[src/rtl/dct8_pkg.sv]
package dct8_pkg;
  // Cosine constants cos(i*pi/16), rounded to COS_FRAC fractional bits.
  // COS_W leaves room for the sum of two constants inside a rotator.
  localparam int COS_FRAC = 12;
  localparam int COS_W    = 14;
  localparam int C1 = 4017;
  localparam int C2 = 3784;
  localparam int C3 = 3406;
  localparam int C4 = 2896;
  localparam int C5 = 2276;
  localparam int C6 = 1567;
  localparam int C7 = 799;
endpackage

[src/rtl/dct8_rot.sv]
// Plane rotation r0 = CA*x0 + CB*x1, r1 = CB*x0 - CA*x1 using three products.
module dct8_rot #(
  parameter int W  = 13,
  parameter int CW = 14,
  parameter int CA = 0,
  parameter int CB = 0,
  localparam int OW = W + CW + 2
) (
  input  logic signed [W-1:0]  x0,
  input  logic signed [W-1:0]  x1,
  output logic signed [OW-1:0] r0,
  output logic signed [OW-1:0] r1
);
  logic signed [OW-1:0] ex0, ex1, k_b, k_dif, k_sum, shared;

  assign ex0    = OW'(x0);
  assign ex1    = OW'(x1);
  assign k_b    = OW'(CB);
  assign k_dif  = OW'(CA - CB);
  assign k_sum  = OW'(CA + CB);
  assign shared = k_b * (ex0 + ex1);
  assign r0     = shared + k_dif * ex0;
  assign r1     = shared - k_sum * ex1;
endmodule

[src/rtl/dct8_rnd.sv]
// Round half up by SH fractional bits, keep OW result bits.
module dct8_rnd #(
  parameter int IW = 45,
  parameter int SH = 12,
  parameter int OW = 16
) (
  input  logic signed [IW-1:0] d,
  output logic signed [OW-1:0] q
);
  localparam logic signed [IW:0] HALF = {{IW{1'b0}}, 1'b1} << (SH - 1);

  logic signed [IW:0] t;

  assign t = {d[IW-1], d} + HALF;
  assign q = OW'(t >>> SH);
endmodule

[src/rtl/dct8_fast.sv]
module dct8_fast #(
  parameter int IN_W  = 12,
  parameter int OUT_W = 16
) (
  input  logic               clk,
  input  logic               rst_n,
  input  logic               in_valid,
  input  logic [8*IN_W-1:0]  x_flat,
  output logic               out_valid,
  output logic [8*OUT_W-1:0] y_flat
);
  import dct8_pkg::*;

  localparam int NPT    = 8;
  localparam int HALF_N = NPT / 2;
  localparam int STAGES = 4;
  localparam int CW     = COS_W;
  localparam int FRAC   = COS_FRAC;
  localparam int PW     = IN_W + 1;     // mirror sums / differences
  localparam int EW     = IN_W + 2;     // second even layer
  localparam int AW     = PW + CW + 2;  // odd rotator outputs
  localparam int QW     = EW + CW + 2;  // even products
  localparam int UW     = AW + 2;       // stage-3 register width
  localparam int ZW     = UW + CW;      // pre-rounding width

  // ---------------- valid pipeline ----------------
  logic [STAGES-1:0] vld_q, vld_nx;

  always_comb vld_nx = {vld_q[STAGES-2:0], in_valid};

  always_ff @(posedge clk or negedge rst_n) begin
    if (!rst_n) vld_q <= '0;
    else        vld_q <= vld_nx;
  end

  assign out_valid = vld_q[STAGES-1];

  // ---------------- stage 1: mirror butterflies ----------------
  logic signed [IN_W-1:0] xs   [NPT];
  logic signed [PW-1:0]   p_nx [HALF_N];
  logic signed [PW-1:0]   m_nx [HALF_N];
  logic signed [PW-1:0]   p_q  [HALF_N];
  logic signed [PW-1:0]   m_q  [HALF_N];

  for (genvar n = 0; n < NPT; n++) begin : g_unpack
    assign xs[n] = $signed(x_flat[n*IN_W +: IN_W]);
  end

  for (genvar i = 0; i < HALF_N; i++) begin : g_fly
    assign p_nx[i] = PW'(xs[i]) + PW'(xs[NPT-1-i]);
    assign m_nx[i] = PW'(xs[i]) - PW'(xs[NPT-1-i]);
  end

  always_ff @(posedge clk) begin
    if (in_valid) begin
      p_q <= p_nx;
      m_q <= m_nx;
    end
  end

  // ---------------- stage 2: even layer, odd rotations ----------------
  logic signed [EW-1:0] es0_nx, es1_nx, ed0_nx, ed1_nx;
  logic signed [EW-1:0] es0_q, es1_q, ed0_q, ed1_q;
  logic signed [AW-1:0] oa_nx, ob_nx, oc_nx, od_nx;
  logic signed [AW-1:0] oa_q, ob_q, oc_q, od_q;

  always_comb begin
    es0_nx = EW'(p_q[0]) + EW'(p_q[3]);
    es1_nx = EW'(p_q[1]) + EW'(p_q[2]);
    ed0_nx = EW'(p_q[0]) - EW'(p_q[3]);
    ed1_nx = EW'(p_q[1]) - EW'(p_q[2]);
  end

  dct8_rot #(.W(PW), .CW(CW), .CA(C5), .CB(C3)) u_rot_outer (
    .x0(m_q[0]), .x1(m_q[3]), .r0(oa_nx), .r1(od_nx)
  );

  dct8_rot #(.W(PW), .CW(CW), .CA(C7), .CB(C1)) u_rot_inner (
    .x0(m_q[1]), .x1(m_q[2]), .r0(ob_nx), .r1(oc_nx)
  );

  always_ff @(posedge clk) begin
    if (vld_q[0]) begin
      es0_q <= es0_nx;
      es1_q <= es1_nx;
      ed0_q <= ed0_nx;
      ed1_q <= ed1_nx;
      oa_q  <= oa_nx;
      ob_q  <= ob_nx;
      oc_q  <= oc_nx;
      od_q  <= od_nx;
    end
  end

  // ---------------- stage 3: even products, odd butterflies ----------------
  logic signed [QW-1:0] ev_y2, ev_y6, esum, edif, kc4;
  logic signed [UW-1:0] r3_nx [NPT];
  logic signed [UW-1:0] r3_q  [NPT];

  dct8_rot #(.W(EW), .CW(CW), .CA(C2), .CB(C6)) u_rot_even (
    .x0(ed0_q), .x1(ed1_q), .r0(ev_y2), .r1(ev_y6)
  );

  always_comb begin
    kc4      = QW'(C4);
    esum     = QW'(es0_q) + QW'(es1_q);
    edif     = QW'(es0_q) - QW'(es1_q);
    r3_nx[0] = UW'(esum * kc4);
    r3_nx[4] = UW'(edif * kc4);
    r3_nx[2] = UW'(ev_y2);
    r3_nx[6] = UW'(ev_y6);
    r3_nx[3] = UW'(od_q) - UW'(ob_q);
    r3_nx[5] = UW'(oa_q) - UW'(oc_q);
    r3_nx[1] = UW'(oa_q) + UW'(oc_q) + UW'(od_q) + UW'(ob_q);
    r3_nx[7] = UW'(od_q) + UW'(ob_q) - UW'(oa_q) - UW'(oc_q);
  end

  always_ff @(posedge clk) begin
    if (vld_q[1]) r3_q <= r3_nx;
  end

  // ---------------- stage 4: final scaling, rounding ----------------
  logic signed [ZW-1:0]    z    [NPT];
  logic signed [OUT_W-1:0] y_nx [NPT];
  logic signed [OUT_W-1:0] y_q  [NPT];

  for (genvar k = 0; k < NPT; k++) begin : g_out
    localparam bit SCALED = (k == 1) || (k == 7);
    if (SCALED) begin : g_scl
      assign z[k] = ZW'(r3_q[k]) * ZW'(C4);
    end else begin : g_pass
      assign z[k] = ZW'(r3_q[k]);
    end
    dct8_rnd #(.IW(ZW), .SH(SCALED ? 2*FRAC : FRAC), .OW(OUT_W)) u_rnd (
      .d(z[k]), .q(y_nx[k])
    );
    assign y_flat[k*OUT_W +: OUT_W] = y_q[k];
  end

  always_ff @(posedge clk) begin
    if (vld_q[2]) y_q <= y_nx;
  end
endmodule

[config.mk]
export PLATFORM = sky130hd
export DESIGN_NAME = dct8_fast
export DESIGN_NICKNAME = d
export VERILOG_FILES = /design/src/rtl/dct8_pkg.sv /design/src/rtl/dct8_rot.sv /design/src/rtl/dct8_rnd.sv /design/src/rtl/dct8_fast.sv
export SDC_FILE = /design/constraint.sdc
export NUM_CORES = 2
export LEC_CHECK = 0
export ABC_CLOCK_PERIOD_IN_PS = 14050
export BUFFER_PORTS_ARGS = -buffer_cell sky130_fd_sc_hd__buf_2
export CORE_ASPECT_RATIO = 0.75
export CORE_MARGIN = 4
export CORE_UTILIZATION = 50
export DETAILED_ROUTE_END_ITERATION = 8
export HOLD_SLACK_MARGIN = 0.03
export PLACE_DENSITY_LB_ADDON = 0.1
export SLEW_MARGIN = 20
export SYNTH_ARGS = -nofsm -noshare
export SYNTH_HDL_FRONTEND = slang
export SYNTH_SLANG_ARGS = --single-unit
[constraint.sdc]
create_clock -name clk -period 14.05 [get_ports clk]
set_clock_uncertainty 0.05 [all_clocks]
set_input_delay 1.405 -clock clk [delete_from_list [all_inputs] [get_ports clk]]
set_output_delay 1.405 -clock clk [all_outputs]
set_load 0.02 [all_outputs]
# Word-level counts from Yosys, hierarchy flattened
# Cells that the tools add are included.
word_totals:
  ff_bits: 630
  latch_bits: 0
  ramBits: 0
  mem_bits_ro: 0
  out_inout_bits: 129
  wordCells: 85
  mem_count: 0
op_classes:
  add_sub_neg: 39
  mul: 13
  n_div: 0
  n_lt_le_gt_ge: 0
  n_eq_ne: 0
  shift: 0
  muxes: 0
  n_bitwise: 0
  reduce_logical: 0
op_table:
  columns: ["cell", "count"]
  rows:
  - ["adder 28 x 13 -> 28 bit, second input constant", 6]
  - ["subtractor 28 bit", 3]
  - ["adder 40 x 25 -> 40 bit, second input constant", 2]
  - ["multiplier 31 x 9 -> 36 bit, second input constant", 2]
  - ["adder 29 x 29 -> 30 bit", 2]
  - ["adder 29 bit", 2]
  - ["subtractor 29 bit", 2]
  - ["adder 13 x 13 -> 14 bit", 4]
  - ["adder 12 x 12 -> 13 bit", 4]
  - ["subtractor 12 x 12 -> 13 bit", 4]
  - ["multiplier 15 x 9 -> 24 bit, second input constant", 2]
  - ["adder 30 x 29 -> 31 bit", 1]
  - ["adder 31 x 29 -> 31 bit", 1]
  - ["subtractor 30 x 29 -> 31 bit", 1]
  - ["subtractor 31 x 29 -> 31 bit", 1]
  - ["adder 14 x 14 -> 15 bit", 2]
  - ["multiplier 12 x 29 -> 28 bit, first input constant", 1]
  - ["multiplier 13 x 29 -> 29 bit, first input constant", 1]
  - ["adder 28 x 27 -> 28 bit", 1]
  - ["multiplier 14 x 14 -> 28 bit, first input constant", 1]
  - ["subtractor 13 x 13 -> 14 bit", 2]
  - ["multiplier 12 x 15 -> 27 bit, first input constant", 1]
  - ["multiplier 13 x 14 -> 27 bit, first input constant", 1]
  - ["multiplier 13 x 13 -> 26 bit, first input constant", 1]
  - ["4 further kinds", 4]

# Longest topological paths before layout
depth:
  depth_word: 3
  mapped_depth: 43
  mapped_depth_nobuf: 43

# By module
# Synthesis repeated with hierarchy kept, for this count alone.
unflattened:
  hier_cells: 8829
  hier_area_um2: 89818.6
modules_own_cells:
  columns: ["module", "instances", "cells_per_inst", "area_each_um2", "seq_area_each_um2"]
  rows:
  - ["dct8_fast", 1, 4174, 49152.1, 18928.2]
  - ["dct8_rot at u_rot_outer", 1, 1500, 12839.8, 0.0]
  - ["dct8_rot at u_rot_even", 1, 1375, 12428.2, 0.0]
  - ["dct8_rot at u_rot_inner", 1, 1428, 12375.6, 0.0]
  - ["dct8_rnd", 8, 44, 377.9, 0.0]

# Least setup slack after synthesis
# No wires, ideal clock.
synth_timing:
  kind: "register to register"
  start: "register, netlist name es1_q[0]"
  end: "register r3_q[58] in the netlist's numbering, data pin"
  arrival_ps: 10142
  slack_ps: 3597
  stages_incl_launch_ff: 43
  path_buffers: 0
  period_less_slack_ps: 10453
  cell_sequence: "edfxtp_1 > ha_1 > fa_1 > a21o_1 > a21oi_1 > o21bai_1 > a21oi_1 > o21bai_1 > a21oi_1 > o21bai_1 > a21oi_1 > o21ai_0 > nand2_1 > mux2i_1 > inv_1 > fa_1 > inv_1 > fa_1 > (+7 left out) > nand2_1 > xnor2_1 > inv_1 > ha_1 > fa_1 > fa_1 > inv_1 > ha_1 > nor2_1 > nand2_1 > a211o_1 > nand2_1 > o21ai_0 > o21a_1 > o21a_1 > o21ai_0 > o221ai_1 > xnor2_1"
synth_rtl:
  columns: ["element", "line", "rtl"]
  rows:
  - ["end signal: assignment", "dct8_fast.sv:119", "if (vld_q[1]) r3_q <= r3_nx;"]
  - ["end: declaration", "dct8_fast.sv:98", "logic signed [UW-1:0] r3_q [NPT];"]

==> out/metrics.cfg <==
[timing]
rsz0062_at_grt = false
finalSetupViolCount = 0
hold_viol = 0
fin_crit_sh = 0.809
fin_crit_ns = 11.37
relSlewSlack = 0.225
final_max_slew_viol_count = 0
timing.fmax_mhz = 88.0
finalSetupTns_ns = 0
worst_slew_pin_slew_ns = 1.16

[global_routing]
grt_usage = 0.239
antenna_found_initial = 11
grt_max_degree = 73
grt_first_pass_wirelength_mm = 315
grt_pass1_vias = 55100
grt-ovfl-total = 0

[yosys]
syn_inst = 7827
synth_compound_area_frac = 0.0974
yosys.area_share.simple = 0.0732
ys_seq_elements = 560
ys_async_sr_fraction = 0.00714
synthAdderAreaFrac = 0.470
synth_ff_type = edfxtp_1
synth_xor_area_frac = 0.0737
synth_top_family_by_area = adder cells
netlist_area_um2 = 80800
syn_avg_cell_area_um2 = 10.3
muxShareOfSynthArea = 0.00243
yosysWarningCount = 0
synth_cell_type_count = 89
yosysSeqAreaShare = 0.208
synth_edf_count = 556

[route]
ant_nets = 0
drc_errors = 0
drt_iter0_drc = 3421
dr.pass1.iters = 6
wl_per_cell_um = 19.1
viasPerCell = 5.27
num_vias = 54300
wl_mm = 197

[clocking]
clk_latency_ns = 0.68
cts_tree = built
clkTransAtPathRegs_ns = 0.06
cts_resized = 0
ctsHtreeMaxLevel = 3
clockRootBuffer = clkbuf_16
cts_hold_buffers = 0
cts_setup_buffers = 0
cts.sinks = 560
clk_path_buf_depth = 3
cts_buffers = 67

[final_layout]
syn2layout_area_growth_pct = 7.67
layout_common_cells = inv_1, ha_1, fa_1
final_common_cell = inv_1
nets = 10700
drive_above_1_share = 0.0521

[floorplan]
die_y_um = 356
dieArea_um2 = 168000
io_pins = 228
initial_core_util = 0.504
die_w_um = 472
num_rows = 127
fp.coreArea_um2 = 160000

[min_path]
hp-class = in -> async

[worst_setup_path]
cp-end-kind = register
max_stage_delay_ns = 0.69
worstPathRequired_ns = 14.44
worstPathMaxFanout = 13
worst-setup-path-type = reg -> reg
crit_top_cell = fa_1
startpoint_type = register
worstPathArrival_ns = 11.76
r2r.worst_path.cells = 42
critPathSlowestCell = edfxtp_1

[place]
routabilityCongestion = 0.929
io_buffer_count = 227
dp_hpwl_mm = 172

[outcome]
status = completed

[job]
maxCapViolations = 0

-- cell families (layout without fill, tap and decap cells) --
family | after synthesis | in the layout
XOR/XNOR | 679 | 679
adder cells (fa/ha/maj) | 2491 | 2491
AO/OA/AOI/OAI | 1235 | 1235
AND/OR/NAND/NOR | 1214 | 1214
flip-flops | 560 | 560
multiplexers | 19 | 19
buffers and inverters | 1627 | 1972
other | 2 | 9
-- per-layer routing --
metal / global-route usage / up-vias / routed length (um)
li1: - / 26700 / -
met1: 0.387 / 26500 / 105000
met2: 0.342 / 1043 / 79100
met3: 0.0371 / 119 / 11100
met4: 0.0309 / 2 / 2270
met5: 0 / - / 13
-- worst max-delay path, delay by kind of cell, from the launching register on --
family / cells / cell delay [ns]
and+or+nand+nor: 5 / 0.49
AOI/OAI and AO/OA: 19 / 4.07
DFF: 1 / 0.69
adders and majority gates: 11 / 4.65
buffers and inverters: 4 / 0.37
xor gates and xnor gates: 3 / 0.78
-- final timing paths --
kind,startpoint,endpoint,slack (ns)
setup / recovery,es1_q[0],r3_q[58],2.68
hold / removal,rst_n,vld_q[3],0.50
setup reg to reg,es1_q[0],r3_q[58],2.68
hold reg to reg,r3_q[182],y_flat[47],0.51
max in group asynchronous,rst_n,vld_q[0],13.28
min in group clk,r3_q[182],y_flat[47],0.51
-- cell usage after synthesis, types with 14 or more instances --
| library cell | count | share of area |
|---|---|---|
| o21a_1 | 58 | 0.0054 |
| a31oi_1 | 25 | 0.0019 |
| nand3_1 | 119 | 0.0074 |
| nand4_1 | 32 | 0.0025 |
| clkbuf_1 | 16 | 0.00074 |
| a211oi_1 | 38 | 0.0035 |
| o21ai_0 | 239 | 0.015 |
| nand2b_1 | 68 | 0.0053 |
| or2_2 | 24 | 0.0019 |
| fa_1 | 905 | 0.22 |
| and3_1 | 79 | 0.0061 |
| xnor2_1 | 458 | 0.050 |
| edfxtp_1 | 556 | 0.21 |
| inv_1 | 1607 | 0.075 |
| a211o_1 | 14 | 0.0015 |
| and2_1 | 31 | 0.0024 |
| o21bai_1 | 99 | 0.0092 |
| or3_1 | 26 | 0.0020 |
| a21boi_0 | 38 | 0.0035 |
| o211ai_1 | 15 | 0.0014 |
| nor2b_1 | 70 | 0.0054 |
| nor3_1 | 101 | 0.0063 |
| a21oi_1 | 410 | 0.025 |
| ha_1 | 1586 | 0.25 |
| mux2i_1 | 14 | 0.0017 |
| nor2_1 | 399 | 0.019 |
| o31a_1 | 14 | 0.0015 |
| o31ai_1 | 22 | 0.0020 |
| a21o_1 | 126 | 0.012 |
| nand2_1 | 211 | 0.0098 |
| xor2_1 | 220 | 0.024 |
-- flip-flops by register name, indices dropped and copies added (netlist names) --
signal	flops
ed0_q	14
r3_q	162
oc_q	28
oa_q	28
es1_q	14
m_q	48
ob_q	28
vld_q	4
es0_q	13
od_q	28
ed1_q	13
y_flat	128
p_q	52
-- stage by stage --
step / utilization / worst slack [ns] / hold WS (ns) / instances / instance area, um^2
after floorplan: - / 3.60 / 0.477 / 7830 / 80800
after global placement: 0.529 / 2.86 / 0.482 / 10200 / 84700
after detailed placement: 0.529 / 2.66 / 0.497 / 10200 / 84700
after CTS: 0.543 / 2.61 / 0.445 / 10300 / 87000
after global routing: 0.543 / 1.81 / 0.464 / 10300 / 87000
final: 0.543 / 2.68 / 0.498 / 10300 / 87000
-- area by class of cell --
cell class | count | area (um^2)
Tap cell | 2128 | 2660
Antenna cell | 4 | 10.0
Clock buffer | 78 | 1770
Inverter | 1607 | 6030
Multi-Input combinational cell | 5643 | 57900
Timing Repair Buffer | 244 | 1270
Clock inverter | 43 | 517
Fill cell | 14200 | 73200
Sequential cell | 560 | 16800
Power is not shown: default switching activity piles up to over one toggle a cycle in this logic, so the estimate is an artifact.
